<file path="src/rtl/efr_pkg.sv">
package efr_pkg;
  localparam int unsigned DATA_W        = 16;
  localparam int unsigned ADDR_COUNT    = 0;
  localparam int unsigned ADDR_STATUS   = 1;
  localparam int unsigned ADDR_TS_MS    = 2;
  localparam int unsigned ADDR_TS_DH    = 3;
  localparam int unsigned ADDR_TS_YM    = 4;
  localparam int unsigned ADDR_FILL     = 5;
  localparam int unsigned ADDR_LOG_BASE = 8;

  typedef struct packed {
    logic [DATA_W-1:0] min_sec;
    logic [DATA_W-1:0] day_hour;
    logic [DATA_W-1:0] year_mon;
  } efr_stamp_t;
endpackage

</file>
<file path="src/rtl/efr_flag_bank.sv">
module efr_flag_bank #(
  parameter int unsigned NUM_FLAGS = 2048,
  parameter int unsigned IDX_W     = 11
) (
  input  logic             clk,
  input  logic             rst_n,
  input  logic             wr_en,
  input  logic             wr_val,
  input  logic [IDX_W-1:0] wr_idx,
  input  logic             clr,
  output logic             cur_bit,
  output logic             any_set
);
  logic [NUM_FLAGS-1:0] flags_q;
  logic [NUM_FLAGS-1:0] flags_d;
  logic                 flags_en;

  always_comb begin
    flags_d  = flags_q;
    flags_en = clr | wr_en;
    if (clr) begin
      flags_d = '0;
    end else if (wr_en) begin
      flags_d[wr_idx] = wr_val;
    end
  end

  always_ff @(posedge clk or negedge rst_n) begin
    if (!rst_n) begin
      flags_q <= '0;
    end else if (flags_en) begin
      flags_q <= flags_d;
    end
  end

  assign cur_bit = flags_q[wr_idx];
  assign any_set = |flags_q;
endmodule

</file>
<file path="src/rtl/efr_event_log.sv">
module efr_event_log
  import efr_pkg::*;
#(
  parameter int unsigned NUM_FLAGS = 2048,
  parameter int unsigned IDX_W     = 11,
  parameter int unsigned LOG_DEPTH = 19,
  parameter int unsigned CNT_W     = 12,
  parameter int unsigned FILL_W    = 5
) (
  input  logic                       clk,
  input  logic                       rst_n,
  input  logic                       rise,
  input  logic                       fall,
  input  logic                       clr,
  input  logic [IDX_W-1:0]           idx,
  input  efr_stamp_t                 stamp_in,
  output logic [CNT_W-1:0]           cnt,
  output logic [FILL_W-1:0]          fill,
  output efr_stamp_t                 stamp,
  output logic [LOG_DEPTH*IDX_W-1:0] log_flat
);
  localparam logic [CNT_W-1:0]  CNT_MAX  = CNT_W'(NUM_FLAGS);
  localparam logic [FILL_W-1:0] FILL_MAX = FILL_W'(LOG_DEPTH);

  logic [CNT_W-1:0]  cnt_q, cnt_d;
  logic              cnt_en;
  logic [FILL_W-1:0] fill_q, fill_d;
  logic              fill_en;
  efr_stamp_t        stamp_q, stamp_d;
  logic              stamp_en;
  logic              log_wr;

  assign log_wr = rise && (fill_q != FILL_MAX);

  always_comb begin
    cnt_d  = cnt_q;
    cnt_en = 1'b0;
    if (clr) begin
      cnt_d  = '0;
      cnt_en = 1'b1;
    end else if (rise && (cnt_q != CNT_MAX)) begin
      cnt_d  = cnt_q + 1'b1;
      cnt_en = 1'b1;
    end else if (fall && (cnt_q != '0)) begin
      cnt_d  = cnt_q - 1'b1;
      cnt_en = 1'b1;
    end
  end

  always_comb begin
    fill_d  = fill_q;
    fill_en = clr | log_wr;
    if (clr) begin
      fill_d = '0;
    end else if (log_wr) begin
      fill_d = fill_q + 1'b1;
    end
  end

  always_comb begin
    stamp_d  = stamp_q;
    stamp_en = clr | (rise && (fill_q == '0));
    if (clr) begin
      stamp_d = '0;
    end else if (stamp_en) begin
      stamp_d = stamp_in;
    end
  end

  always_ff @(posedge clk or negedge rst_n) begin
    if (!rst_n) begin
      cnt_q   <= '0;
      fill_q  <= '0;
      stamp_q <= '0;
    end else begin
      if (cnt_en)   cnt_q   <= cnt_d;
      if (fill_en)  fill_q  <= fill_d;
      if (stamp_en) stamp_q <= stamp_d;
    end
  end

  for (genvar k = 0; k < LOG_DEPTH; k++) begin : g_slot
    logic [IDX_W-1:0] slot_q, slot_d;
    logic             slot_en;

    always_comb begin
      slot_en = clr | (log_wr && (fill_q == FILL_W'(k)));
      slot_d  = clr ? '0 : idx;
    end

    always_ff @(posedge clk or negedge rst_n) begin
      if (!rst_n) begin
        slot_q <= '0;
      end else if (slot_en) begin
        slot_q <= slot_d;
      end
    end

    assign log_flat[k*IDX_W +: IDX_W] = slot_q;
  end

  assign cnt   = cnt_q;
  assign fill  = fill_q;
  assign stamp = stamp_q;
endmodule

</file>
<file path="src/rtl/efr_read_mux.sv">
module efr_read_mux
  import efr_pkg::*;
#(
  parameter int unsigned IDX_W     = 11,
  parameter int unsigned LOG_DEPTH = 19,
  parameter int unsigned CNT_W     = 12,
  parameter int unsigned FILL_W    = 5,
  parameter int unsigned RD_AW     = 5
) (
  input  logic [RD_AW-1:0]           rd_addr,
  input  logic [CNT_W-1:0]           cnt,
  input  logic [FILL_W-1:0]          fill,
  input  logic                       any_on,
  input  efr_stamp_t                 stamp,
  input  logic [LOG_DEPTH*IDX_W-1:0] log_flat,
  output logic [DATA_W-1:0]          rd_data
);
  always_comb begin
    rd_data = '0;
    if (rd_addr == RD_AW'(ADDR_COUNT))  rd_data = DATA_W'(cnt);
    if (rd_addr == RD_AW'(ADDR_STATUS)) rd_data = DATA_W'(any_on);
    if (rd_addr == RD_AW'(ADDR_TS_MS))  rd_data = stamp.min_sec;
    if (rd_addr == RD_AW'(ADDR_TS_DH))  rd_data = stamp.day_hour;
    if (rd_addr == RD_AW'(ADDR_TS_YM))  rd_data = stamp.year_mon;
    if (rd_addr == RD_AW'(ADDR_FILL))   rd_data = DATA_W'(fill);
    for (int k = 0; k < LOG_DEPTH; k++) begin
      if (rd_addr == RD_AW'(ADDR_LOG_BASE + k)) begin
        rd_data = DATA_W'(log_flat[k*IDX_W +: IDX_W]);
      end
    end
  end
endmodule

</file>
<file path="src/rtl/err_flag_recorder.sv">
module err_flag_recorder
  import efr_pkg::*;
#(
  parameter int unsigned NUM_FLAGS = 2048,
  parameter int unsigned LOG_DEPTH = 19,
  localparam int unsigned IDX_W    = $clog2(NUM_FLAGS),
  localparam int unsigned CNT_W    = $clog2(NUM_FLAGS + 1),
  localparam int unsigned FILL_W   = $clog2(LOG_DEPTH + 1),
  localparam int unsigned RD_AW    = $clog2(ADDR_LOG_BASE + LOG_DEPTH)
) (
  input  logic              clk,
  input  logic              rst_n,
  input  logic              req_valid,
  input  logic              req_set,
  input  logic [IDX_W-1:0]  req_idx,
  input  logic [DATA_W-1:0] ts_min_sec,
  input  logic [DATA_W-1:0] ts_day_hour,
  input  logic [DATA_W-1:0] ts_year_mon,
  input  logic              clr_strobe,
  input  logic              clr_enable,
  input  logic [RD_AW-1:0]  rd_addr,
  output logic [DATA_W-1:0] rd_data,
  output logic              any_active
);
  logic                       clr;
  logic                       op_valid;
  logic                       cur_bit;
  logic                       bank_any;
  logic                       rise;
  logic                       fall;
  logic [CNT_W-1:0]           cnt;
  logic [FILL_W-1:0]          fill;
  efr_stamp_t                 stamp_in;
  efr_stamp_t                 stamp;
  logic [LOG_DEPTH*IDX_W-1:0] log_flat;

  assign clr      = clr_strobe & clr_enable;
  assign op_valid = req_valid & ~clr;
  assign rise     = op_valid &  req_set & ~cur_bit;
  assign fall     = op_valid & ~req_set &  cur_bit;
  assign stamp_in = '{min_sec: ts_min_sec, day_hour: ts_day_hour, year_mon: ts_year_mon};

  efr_flag_bank #(
    .NUM_FLAGS (NUM_FLAGS),
    .IDX_W     (IDX_W)
  ) u_bank (
    .clk     (clk),
    .rst_n   (rst_n),
    .wr_en   (op_valid),
    .wr_val  (req_set),
    .wr_idx  (req_idx),
    .clr     (clr),
    .cur_bit (cur_bit),
    .any_set (bank_any)
  );

  efr_event_log #(
    .NUM_FLAGS (NUM_FLAGS),
    .IDX_W     (IDX_W),
    .LOG_DEPTH (LOG_DEPTH),
    .CNT_W     (CNT_W),
    .FILL_W    (FILL_W)
  ) u_log (
    .clk      (clk),
    .rst_n    (rst_n),
    .rise     (rise),
    .fall     (fall),
    .clr      (clr),
    .idx      (req_idx),
    .stamp_in (stamp_in),
    .cnt      (cnt),
    .fill     (fill),
    .stamp    (stamp),
    .log_flat (log_flat)
  );

  assign any_active = (cnt != '0);

  efr_read_mux #(
    .IDX_W     (IDX_W),
    .LOG_DEPTH (LOG_DEPTH),
    .CNT_W     (CNT_W),
    .FILL_W    (FILL_W),
    .RD_AW     (RD_AW)
  ) u_rd (
    .rd_addr  (rd_addr),
    .cnt      (cnt),
    .fill     (fill),
    .any_on   (any_active),
    .stamp    (stamp),
    .log_flat (log_flat),
    .rd_data  (rd_data)
  );
endmodule

</file>
<file path="config.mk">
export PLATFORM = sky130hd
export DESIGN_NAME = err_flag_recorder
export DESIGN_NICKNAME = d
export VERILOG_FILES = /design/src/rtl/efr_pkg.sv /design/src/rtl/efr_flag_bank.sv /design/src/rtl/efr_event_log.sv /design/src/rtl/efr_read_mux.sv /design/src/rtl/err_flag_recorder.sv
export SDC_FILE = /design/constraint.sdc
export NUM_CORES = 2
export LEC_CHECK = 0
export BUFFER_PORTS_ARGS = -buffer_cell sky130_fd_sc_hd__buf_2
export CELL_PAD_IN_SITES_DETAIL_PLACEMENT = 0
export CELL_PAD_IN_SITES_GLOBAL_PLACEMENT = 1
export CORE_UTILIZATION = 40
export CTS_CLUSTER_DIAMETER = 200
export CTS_CLUSTER_SIZE = 40
export DETAILED_ROUTE_END_ITERATION = 8
export PLACE_DENSITY = 0.76
export SYNTH_ARGS = -nofsm -noshare
export SYNTH_HDL_FRONTEND = slang
export SYNTH_HIERARCHICAL = 1
export SYNTH_SLANG_ARGS = --single-unit
</file>
<file path="constraint.sdc">
create_clock -name clk -period 4.4 [get_ports clk]
set_input_delay 0.88 -clock clk [delete_from_list [all_inputs] [get_ports clk]]
set_output_delay 0.88 -clock clk [all_outputs]
set_load 0.01 [all_outputs]
</file>
Yosys cells after proc, flatten, opt, wreduce, memory -nomap -nowiden
Cells that the tools add are included.
Widths: inputs -> output; s select.
{ "totals": {"ff_bits": 2322, "input_bits": 70, "wordCells": 180} }
{ "op_classes": {"n_eq_ne": 44, "magnitude_cmp": 2, "mux": 42, "n_addsub": 3, "bitwise": 31, "reduce_logical": 33} }
{ "op_table": {"columns": ["op", "n"], "rows": [
  ["$mux 2048", 2],
  ["$bwmux 2048", 1],
  ["$mux 16", 23],
  ["$eq 5x4->1 const B", 16],
  ["$eq 5x5->1 const B", 14],
  ["$mux 12", 5],
  ["$mux 48", 1],
  ["$eq 5x3->1 const B", 6],
  ["$logic_and 1x1->1", 24],
  ["$or 1x1->1", 22],
  ["$eq 5x2->1 const B", 4],
  ["$add 12x1->12 const B", 1],
  ["$lt 11x12->1 const B", 1],
  ["$ne 12x12->1 const B", 1],
  ["$reduce_bool 12->1", 1],
  ["$sub 12x1->12 const B", 1],
  ["$bmux 1 s11", 1],
  ["$demux 1 s11", 1],
  ["$ge 11x1->1 const B", 1],
  ["$mux 11", 1],
  ["$eq 5x1->1 const B", 2],
  ["$logic_not 5->1", 2],
  ["$mux 5", 2],
  ["$and 1x1->1", 6],
  ["7 further kinds", 16]
]} }

Longest topological paths before layout
{ "depth": {"ltp_word": 26, "depth_mapped": 22, "ltp_nobuf": 17} }

Modules after synthesis
Netlist, hierarchy kept.
{ "by_module_without_submodules": {"columns": ["mod", "cells_per_inst", "seq_area_each_um2", "area_per_inst_um2", "instances"], "rows": [
  ["efr_flag_bank", 12095, 51249.2, 109960.5, 1],
  ["efr_event_log", 1216, 6856.6, 11782.6, 1],
  ["efr_read_mux", 516, 0.0, 3251.9, 1],
  ["err_flag_recorder", 9, 0.0, 68.8, 1]
]} }

Worst setup path after synthesis
No wires, ideal clock.
{ "synth_path": {"path_kind": "input -> register", "from": "input req_idx[0]", "to": "register u_log.cnt_q[11], in the netlist u_log/cnt[11]", "required_ps": 4273, "path_slack_ps": -348, "path_stages": 20, "arrival_time_ps": 4621, "path_buffers": 4, "cell_sequence": "buf_2 > clkbuf_1 > buf_2 > mux2i_1 > o22ai_1 > nor4_1 > nand2_1 > a22oi_1 > nand4_1 > a22oi_1 > nand4_1 > nor3b_2 > buf_4 > nand2_1 > ha_1 > a211oi_2 > o211ai_1 > a311o_1 > a31o_1 > mux2i_1"} }
{ "synth_between": {"elab_chain_len": 8} }
{ "synth_rtl": {"columns": ["item", "line_no", "rtl"], "rows": [
  ["from (decl)", "err_flag_recorder.sv:15", "input logic [IDX_W-1:0] req_idx,"],
  ["$bmux 1 s11 *", "efr_flag_bank.sv:36", "assign cur_bit = flags_q[wr_idx];"],
  ["$mux 1 (not written as such) *", "efr_flag_bank.sv:36", null],
  ["named net cur_bit", "err_flag_recorder.sv:27", "logic cur_bit;"],
  ["$not 1->1 *", "err_flag_recorder.sv:39", "assign rise = op_valid & req_set & ~cur_bit;"],
  ["$and 1x1->1 *", "err_flag_recorder.sv:39", null],
  ["named net rise", "err_flag_recorder.sv:29", "logic rise;"],
  ["$logic_and 1x1->1 *", "efr_event_log.sv:41", "end else if (rise && (cnt_q != CNT_MAX)) begin"],
  ["$mux 1", "efr_event_log.sv:41", null],
  ["$mux 1", "efr_event_log.sv:38", "if (clr) begin"],
  ["$reduce_and 2->1 (no line)", null, null],
  ["to (signal assigned)", "efr_event_log.sv:76", "if (cnt_en) cnt_q <= cnt_d;"],
  ["to (decl)", "efr_event_log.sv:25", "logic [CNT_W-1:0] cnt_q, cnt_d;"]
]} }
The timed path passes the listed nets; every way through them passes the cells marked *. The select of a mux whose other input is x is not followed.
A chain may end at the register's enable or synchronous reset.

Final worst setup path
Same ends and word-level chain as after synthesis.

==> flow_summary_export.csv <==
group,metric,value,unit
run_status,status,"finished, violations left",
run_status,violations,"negative setup slack",
floorplan,die_w,552,um
global_routing,grt_overflow,0,
finish,multi_input_area,58800,sq um
critical_path,crit_start,"req_idx[0]",
critical_path,worstReg2RegStart,"u_bank/flags_q[1433]$_DFFE_PN0P_",
synthesis,netlist_instances,13153,
clocking,cts_buffers,68,
critical_path,worstSetupStartpointType,"input port",
timing,tightest_slew,1.24,ns
finish,drive_above_1_share,13.2,%
timing,worst_slack,-0.743,ns
power,pwr-share-comb,12.3,%
power,p_int,26100,uW
route,dr.pass1.iters,9,
critical_path,worstPathArrival,5.84,ns
critical_path,rrSetupSlack,-0.55,ns
clocking,cts_buffer_depth,3,
route,via_per_inst,6.25,
floorplan,die-area,304000,sq um
clocking,clk_pin_slew,0.16,ns
clocking,cts_root_buf,"clkbuf_16",
timing,final_max_slew_viol_count,0,
placement,gp_congestion,0.910,
critical_path,endpoint,"u_log/cnt[11]$_DFFE_PN0P_",
route,vias,106383,
placement,dp_hpwl,299000,um
finish,seqCellArea,58100,sq um
synthesis,ys_warn_count,6,
finish,utilization,45.8,%
global_routing,grt_max_degree,209,
critical_path,crit_path_end_kind,"flip-flop",
clocking,h-tree-depth,3,
finish,syn2layout_area_growth,13.8,%
floorplan,die_y,552,um
global_routing,grt_pass1_vias,99450,
floorplan,io_pins,87,
route,wl,516000,um
route,routedWlPerCell,30.3,um
critical_path,r2r-end,"u_log/cnt[11]$_DFFE_PN0P_",
floorplan,rows,201,
clocking,clock_latency,0.85,ns
synthesis,synth_area_per_cell,9.18,sq um
floorplan,core,300000,sq um
finish,nFillCells,29095,
timing,rsz0062_at_grt,"true",
timing,post-route-period-util,117,%
critical_path,path_max_fanout,6,
critical_path,path_class,"input port to flip-flop",
power,switchingPower,10100,uW
power,max-vdd-ir-drop,0.331,mV
power,power_density,263,nW/um^2
timing,setup_viol,274,
synthesis,synth_nets,13239,
power,p_leak,0.0609,uW
power,power.share.sequential,59.9,%
placement,dp_cells,16760,
hold_path,hold_class,"input port to flip-flop",
clocking,cts_tree,"yes",
power,p_sw_share,27.8,%
run,max_cap_viol_count,0,
clocking,cts_sinks,2322,
global_routing,grt_antenna_before_repair,55,
finish,finalNonFillerCells,17011,
timing,whs,0.273,ns
placement,io_buffers,86,
route,drtIter0Drc,17045,
route,drtAntennaViolNets,0,
global_routing,grt_pass1_wl,739000,um
route,drc,0,
timing,max_freq,194,MHz
timing,min_period,5.14,ns
global_routing,grt_usage,33.2,%
finish,final_nets,13117,
timing,skew,0.0737,ns
synthesis,syn_area,121000,sq um
critical_path,reg2reg_depth,19,
power,clkPwrFrac,27.8,%
timing,slew_headroom,17.1,%
floorplan,start_util,40.3,%
timing,hold_violations,0,
critical_path,critPathRequiredTime,5.10,ns
## per-layer routing
layer  GRT usage (%)  part of all wire (%)  routed length (um)
met5               0                 0.025                 129
met4            16.7                   5.6               29100
met3            6.77                    11               55900
met2            49.5                    44              225000
met1            45.6                    40              206000
## layout make-up
class / count / area share (%)
timing repair buffer: 1225 / 9.90
multi-input combinational: 9395 / 42.8
tap: 3958 / 3.60
clock buffer: 72 / 1.30
clock inverter: 7 / 0.0683
inverter: 19 / 0.0546
antenna: 13 / 0.0237
sequential: 2322 / 42.3
## power groups by stage
stage | clock network, uW | logic, uW | registers (uW)
after floorplan | 0 | 1880 | 22000
after global placement | 0 | 3740 | 22100
after detailed placement | 0 | 3730 | 22100
after CTS | 10100 | 4250 | 21700
after global routing | 10700 | 4640 | 21700
final | 10000 | 4450 | 21700
## worst min path at each step
stage	slack [ns]	cells past startpoint	startpoint	to
finish	0.27	3	ts_day_hour[7]	u_log/stamp[23]$_DFFE_PN0P_
global route	0.27	3	ts_day_hour[7]	u_log/stamp[23]$_DFFE_PN0P_
CTS	0.24	3	ts_day_hour[7]	u_log/stamp[23]$_DFFE_PN0P_
detailed placement	0.46	2	u_log/g_slot[15].slot_q[1]$_DFFE_PN0P_	u_log/g_slot[15].slot_q[1]$_DFFE_PN0P_
global placement	0.46	2	u_log/g_slot[15].slot_q[4]$_DFFE_PN0P_	u_log/g_slot[15].slot_q[4]$_DFFE_PN0P_
floorplan	0.43	2	u_log/g_slot[15].slot_q[0]$_DFFE_PN0P_	u_log/g_slot[15].slot_q[0]$_DFFE_PN0P_
## critical path, stage by stage
cell and delay, ns:
buf_16 0.15, buf_12 0.16, buf_16 0.14, buf_12 0.13, buf_6 0.11, mux2i_1 0.21
o22ai_1 0.12, nor4_1 0.30, nand2_1 0.23, a22oi_2 0.42, buf_4 0.20, nand4_1 0.08
a22oi_1 0.20, nand4_1 0.28, buf_6 0.25, nor3b_4 0.36, buf_12 0.19, nand2_8 0.08
ha_4 0.26, o211ai_1 0.23, o211ai_1 0.18, a311o_1 0.30, a31o_1 0.20, mux2i_1 0.11
## layout by cell type (no fill, tap or decap), types with 33 or more instances in the layout
cell type,count
nand2_4,74
buf_16,36
nor4_2,33
buf_4,739
a21oi_1,136
o21ai_1,249
buf_12,239
a21oi_2,61
buf_6,92
nor2_1,158
o21ai_0,3902
nand2_2,39
nor4_1,102
nand3_1,58
buf_2,81
mux2i_2,35
dfrtp_1,2322
o22ai_1,534
clkbuf_16,73
mux2i_1,1068
nor2b_1,2059
nand2_1,447
## through the flow
stage / cell area, sq um / TNS [ns] / worst slack, ns / power [uW]
5_1_grt: 137000 / -154.38 / -0.749 / 37000
6_report: 137000 / -150.44 / -0.743 / 36200
3_5_place_dp: 131000 / -428.21 / -2.01 / 25800
3_3_place_gp: 131000 / -448.69 / -2.06 / 25800
4_1_cts: 137000 / -79.02 / -0.408 / 36100
2_1_floorplan: 121000 / 0 / 0.00153 / 23900
## registers in the layout, summed over array words and instances, names as in the netlist
signal,flops
u_bank/flags_q,2048
u_log/cnt,12
u_log/fill,5
u_log/g_slot.slot_q,209
u_log/stamp,48
## timing repair
item,in CTS,in global routing
hold buffers,1,0
hold endpoints to repair,29,0
buffers inserted,97,20
endpoints found under the setup margin,274,276
resized for setup,366,182
cloned,44,9
pin swaps,116,52
Note: power is estimated with default switching activity, not from simulation.
